==> config.mk <==
export PLATFORM = sky130hd
export DESIGN_NAME = thermo_rom_encoder
export DESIGN_NICKNAME = d
export VERILOG_FILES = /design/src/rtl/thermo_enc_pkg.sv /design/src/rtl/thermo_enc_ctrl.sv /design/src/rtl/thermo_enc_datapath.sv /design/src/rtl/thermo_rom_encoder.sv
export SDC_FILE = /design/constraint.sdc
export NUM_CORES = 1
export LEC_CHECK = 0
export CORE_MARGIN = 2
export CORE_UTILIZATION = 45
export CTS_CLUSTER_DIAMETER = 30
export DETAILED_ROUTE_END_ITERATION = 10
export DONT_BUFFER_PORTS = 1
export GPL_TIMING_DRIVEN = 0
export REMOVE_ABC_BUFFERS = 1
export SETUP_SLACK_MARGIN = 0.02
export SLEW_MARGIN = 20
export SYNTH_ARGS = -nofsm -noshare
export SYNTH_HDL_FRONTEND = slang
export SYNTH_SLANG_ARGS = --single-unit
==> constraint.sdc <==
create_clock -name clk -period 1.92 [get_ports clk]
set_input_delay 0.192 -clock clk [delete_from_list [all_inputs] [get_ports clk]]
set_output_delay 0.192 -clock clk [all_outputs]
set_load 0.02 [all_outputs]
==> src/rtl/thermo_enc_pkg.sv <==
package thermo_enc_pkg;
  // Strobes from control to datapath
  typedef struct packed {
    logic loadCode;   // capture a new code this edge
    logic useGray;    // table words in Gray form
    logic clearAll;   // synchronous clear
  } encStrobe_t;
endpackage

==> src/rtl/thermo_enc_ctrl.sv <==
module thermo_enc_ctrl
  import thermo_enc_pkg::*;
(
  input  logic       clk,
  input  logic       rst,
  input  logic       inValid,
  input  logic       grayMode,
  output encStrobe_t strobe,
  output logic       outValid
);
  always_comb begin
    strobe.loadCode = inValid & ~rst;
    strobe.useGray  = grayMode;
    strobe.clearAll = rst;
  end

  always_ff @(posedge clk) begin
    if (rst) outValid <= 1'b0;
    else     outValid <= inValid;
  end

  // valid follows input valid one cycle later
  a_r6_valid_rise: assert property (@(posedge clk) disable iff (rst)
    inValid |=> outValid);
  a_r6_valid_fall: assert property (@(posedge clk) disable iff (rst)
    !inValid |=> !outValid);
  // reset clears valid
  a_r7_reset_valid: assert property (@(posedge clk) rst |=> !outValid);
endmodule

==> src/rtl/thermo_enc_datapath.sv <==
module thermo_enc_datapath
  import thermo_enc_pkg::*;
#(
  parameter int CODE_W = 6,
  parameter int LEVELS = (1 << CODE_W) - 1
) (
  input  logic              clk,
  input  encStrobe_t        strobe,
  input  logic [LEVELS-1:0] thermIn,
  output logic [CODE_W-1:0] codeOut,
  output logic              multiHit
);
  // extended[m] is comparator m; fixed one below, fixed zero above
  logic [LEVELS+1:0] extended;
  logic [LEVELS:1]   rowSel;
  logic [CODE_W-1:0] codeNext;
  logic              multiNext;

  assign extended = {1'b0, thermIn, 1'b1};

  // Three-input row detectors
  for (genvar m = 1; m <= LEVELS; m++) begin : g_row
    assign rowSel[m] = extended[m-1] & extended[m] & ~extended[m+1];
  end

  function automatic logic [CODE_W-1:0] tableWord(input int idx, input logic gray);
    logic [CODE_W-1:0] b;
    b = CODE_W'(idx);
    return gray ? (b ^ (b >> 1)) : b;
  endfunction

  // OR of the selected words, plus detection of a second hit
  always_comb begin
    logic anyHit;
    anyHit    = 1'b0;
    multiNext = 1'b0;
    codeNext  = '0;
    for (int m = 1; m <= LEVELS; m++) begin
      if (rowSel[m]) begin
        codeNext = codeNext | tableWord(m, strobe.useGray);
        if (anyHit) multiNext = 1'b1;
        anyHit = 1'b1;
      end
    end
  end

  always_ff @(posedge clk) begin
    if (strobe.clearAll) begin
      codeOut  <= '0;
      multiHit <= 1'b0;
    end else if (strobe.loadCode) begin
      codeOut  <= codeNext;
      multiHit <= multiNext;
    end
  end

  // no row selected gives code zero
  a_r3_empty_zero: assert property (@(posedge clk) disable iff (strobe.clearAll)
    strobe.loadCode && (rowSel == '0) |=> (codeOut == '0) && !multiHit);
  // several rows raise the flag
  a_r5_multi_flag: assert property (@(posedge clk) disable iff (strobe.clearAll)
    strobe.loadCode && !$onehot0(rowSel) |=> multiHit);
  // a single row leaves the flag low
  a_r4_single_clear: assert property (@(posedge clk) disable iff (strobe.clearAll)
    strobe.loadCode && $onehot0(rowSel) |=> !multiHit);
  // hold while idle
  a_r6_hold: assert property (@(posedge clk) disable iff (strobe.clearAll)
    !strobe.loadCode |=> $stable(codeOut) && $stable(multiHit));
  // reset clears code and flag
  a_r7_reset_code: assert property (@(posedge clk)
    strobe.clearAll |=> (codeOut == '0) && !multiHit);
endmodule

==> src/rtl/thermo_rom_encoder.sv <==
module thermo_rom_encoder #(
  parameter int CODE_W = 6,
  localparam int LEVELS = (1 << CODE_W) - 1
) (
  input  logic              clk,
  input  logic              rst,
  input  logic [LEVELS-1:0] thermIn,
  input  logic              inValid,
  input  logic              grayMode,
  output logic [CODE_W-1:0] codeOut,
  output logic              outValid,
  output logic              multiHit
);
  thermo_enc_pkg::encStrobe_t strobe;

  thermo_enc_ctrl ctrl_i (
    .clk      (clk),
    .rst      (rst),
    .inValid  (inValid),
    .grayMode (grayMode),
    .strobe   (strobe),
    .outValid (outValid)
  );

  thermo_enc_datapath #(.CODE_W(CODE_W), .LEVELS(LEVELS)) dp_i (
    .clk      (clk),
    .strobe   (strobe),
    .thermIn  (thermIn),
    .codeOut  (codeOut),
    .multiHit (multiHit)
  );
endmodule

==> impl_metrics.yaml <==
run_status:
  outcome: "finished, violations left"
  violations: "setup timing"
synthesis:
  synth_top_area_frac: 0.109
  synthDistinctLibCells: 63
  synth_edf_count: 0
  yosysMostFrequentCell: "nand2_1"
  ys_ff_latch: 8
  synth_area_sq_mm: 0.00197
  synth.area.mux_share: 0.0108
  synthXorXnorAreaFrac: 0
  synth_compound_area_frac: 0.358
  synth_adder_area_share: 0.00509
  ys.flop_type: "dfxtp_1"
  syn_inst: 312
  netlist_top_cells_area: "nand2_1 (11%), dfxtp_1 (8.1%), nor2_1 (6.7%)"
  synth.avg_cell_area_sq_um: 6.30
  yosysTopAreaCell: "nand2_1"
  ys_warn_count: 0
  synth_common_cells: "nand2_1 (57), nor2_1 (35), o21ai_0 (22)"
  ys_seq_area_frac: 0.0814
  synth_top_family_by_area: "simple AND/OR/NAND/NOR gates"
  synth-async-reset-ratio: 0
  synth_simple_gate_area_frac: 0.517
clocking:
  path_clk_slew_ns: 0.04
  cts_num_sinks: 8
  cts_buffers: 3
  clockBufferDepth: 2
  cts_tree: "yes"
  cts-htree-levels: 1
  clkLatencyLatePin_ns: 0.22
  cts-root-buf: "clkbuf_8"
timing:
  max_slew_margin: 0.425
  fmax_mhz: 512
  rsz0062_at_grt: "true"
  finalCritPeriodShare: 1.02
  fin_crit_ns: 1.95
  setup_ws_ns: -0.0318
  setup_viol_count_final: 1
  fin_setup_tns_ns: -0.0318
  max_slew.worst_pin.slew_ns: 0.857
  drv_slew: 0
  hold_viol: 0
  fin_skew_ns: 0
min_path:
  holdPathEnd: "dp_i.codeOut[0]"
  hold_class: "input pin to flip-flop"
  min_from: "rst"
  whs_path_depth: 1
power:
  swShare: 0.401
  switching_power_mw: 0.341
  p_leak_nw: 0.814
  seq_power_share: 0.235
  p_clk_frac: 0.228
  comb_power_share: 0.537
  p_per_area_mw_per_mm2: 376
  power.internal_mw: 0.509
  ir_drop_v: 0.000193
placed_design:
  port_buffers: 0
  dp_worst_setup_slack_ns: -0.463
  gp_congestion: 0.978
  dp_hpwl_microns: 6430
worst_setup_path:
  critPathLaunch: "thermIn[12]"
  r2r_cells: 2
  r2r_start: "dp_i.codeOut[2]"
  cp_max_fo: 7
  required_ns: 2.03
  path_class: "input pin to flip-flop"
  r2r_slack_ns: 1.08
  r2r-end: "dp_i.codeOut[2]"
  arrival_ns: 2.06
  worstSetupStartpointType: "input pin"
  end_kind: "flip-flop"
grt:
  antenna_found_initial: 0
  grt_overflow: 0
  grt_pass1_wl_microns: 12400
  use_met2: 0.520
  met3_usage: 0.0693
  grt_usage: 0.320
  grt_pass1_vias: 2474
  grt_most_used_layer: "met2"
  use_met1: 0.408
  grt_max_degree: 19
floorplanning:
  num_io_pins: 75
  chipWidth_microns: 70.1
  die_area_sq_mm: 0.00492
  initial_utilization: 0.458
  rows: 24
  fp.dieH_microns: 70.1
  core_area_sq_mm: 0.00429
route:
  wl_per_cell_microns: 20.8
  detail_route.iter0.violations: 302
  via_per_inst: 6.88
  post-route-drc-count: 0
  postRouteWirelength_microns: 7820
  antenna_left: 0
  vias: 2594
  dr.pass1.iters: 5
cells_and_area:
  nets: 394
  drive_gt1_frac: 0.154
  synthToLayoutAreaGrowth_pct: 15.1
  antenna_cells: 0
flow_run:
  cap_violations: 0
per-layer routing:
layer,routed length [microns],vias to the layer above
li1,-,1230
met1,3110,1148
met2,3540,196
met3,943,20
met4,234,0
met5,0,-
cell type report:
| type | instances | area, sq um |
|---|---|---|
| multi-input cells | 291 | 1850 |
| fillers | 452 | 2030 |
| inverters | 8 | 30.0 |
| repair buffers | 15 | 116 |
| well taps | 52 | 65.1 |
| clock buffers | 3 | 41.3 |
| flip-flops and latches | 8 | 160 |
through the flow:
| step | utilization | power [mW] | cell area, sq um | instances | hold slack [ns] |
|---|---|---|---|---|---|
| after floorplan | - | 0.502 | 1940 | 307 | 0.264 |
| after global placement | 0.467 | 0.592 | 2010 | 359 | 0.267 |
| after detailed placement | 0.467 | 0.591 | 2010 | 359 | 0.271 |
| after CTS | 0.505 | 0.824 | 2170 | 373 | 0.0300 |
| after global routing | 0.527 | 0.906 | 2260 | 377 | 0.0288 |
| final | 0.527 | 0.850 | 2260 | 377 | 0.0364 |
cells by family (layout without fill, tap and decap cells):
| logic type | Yosys count | count (layout) |
|---|---|---|
| multiplexers | 2 | 2 |
| flip-flops | 8 | 8 |
| adder cells (fa/ha/maj) | 1 | 1 |
| buffers and inverters | 13 | 26 |
| AO/OA/AOI/OAI | 99 | 99 |
| AND/OR/NAND/NOR | 189 | 189 |
timing repair:
| action | in CTS | in global routing |
|---|---|---|
| setup endpoints to repair | 1 | 1 |
| gates resized for setup | 7 | 15 |
| hold buffers | 0 | 0 |
| setup buffers | 11 | 4 |
| pin swaps | 10 | 11 |
| endpoints found under the hold margin | 0 | 0 |
placed cells by master (no fill, tap or decap), drive strengths merged, types with 2 or more instances in the layout:
cell type,Yosys,routed
a22oi,2,2
a2111oi,3,3
a31oi,3,3
o21ai,31,31
clkbuf,3,3
o211ai,18,18
nand4,13,13
or4,2,2
inv,8,8
nand2,57,57
nor4,8,8
a21boi,2,2
nor2b,16,16
nor3,12,12
and2,5,5
o22ai,6,6
and3,2,2
buf,1,15
nand4b,2,2
or2,3,3
nand3,17,17
a21oi,9,9
o31ai,2,2
a311oi,2,2
a32oi,3,3
nand3b,16,16
a211oi,5,5
nor2,35,35
dfxtp,8,8
flip-flops by register name (all words and copies together), names as in the netlist:
register and flops:
dp_i.codeOut 6, dp_i.multiHit 1, ctrl_i.outValid 1
worst max-delay path: stages:
cell      delay [ns]
nor2b_4         0.12
o21ai_4         0.20
nand4b_4        0.15
nor4_4          0.30
buf_6           0.17
nand4_2         0.07
a222oi_1        0.36
nand4_1         0.19
o31a_1          0.32
power groups by stage:
stage / sequential, mW / combinational, mW / clock, mW
global placement: 0.202 / 0.390 / 0
detailed placement: 0.203 / 0.388 / 0
floorplan: 0.201 / 0.300 / 0
global route: 0.201 / 0.497 / 0.208
CTS: 0.200 / 0.421 / 0.203
finish: 0.200 / 0.457 / 0.194
worst max path at each step:
stage / endpoint / slack [ns] / cells after the start
5_1_grt: dp_i.multiHit / -0.15 / 9
4_1_cts: dp_i.multiHit / 0.03 / 9
2_1_floorplan: dp_i.multiHit / -0.11 / 8
3_3_place_gp: dp_i.multiHit / -0.45 / 8
3_5_place_dp: dp_i.multiHit / -0.46 / 8
6_report: dp_i.multiHit / -0.03 / 9
No activity file was read; power rests on OpenSTA's default activity.
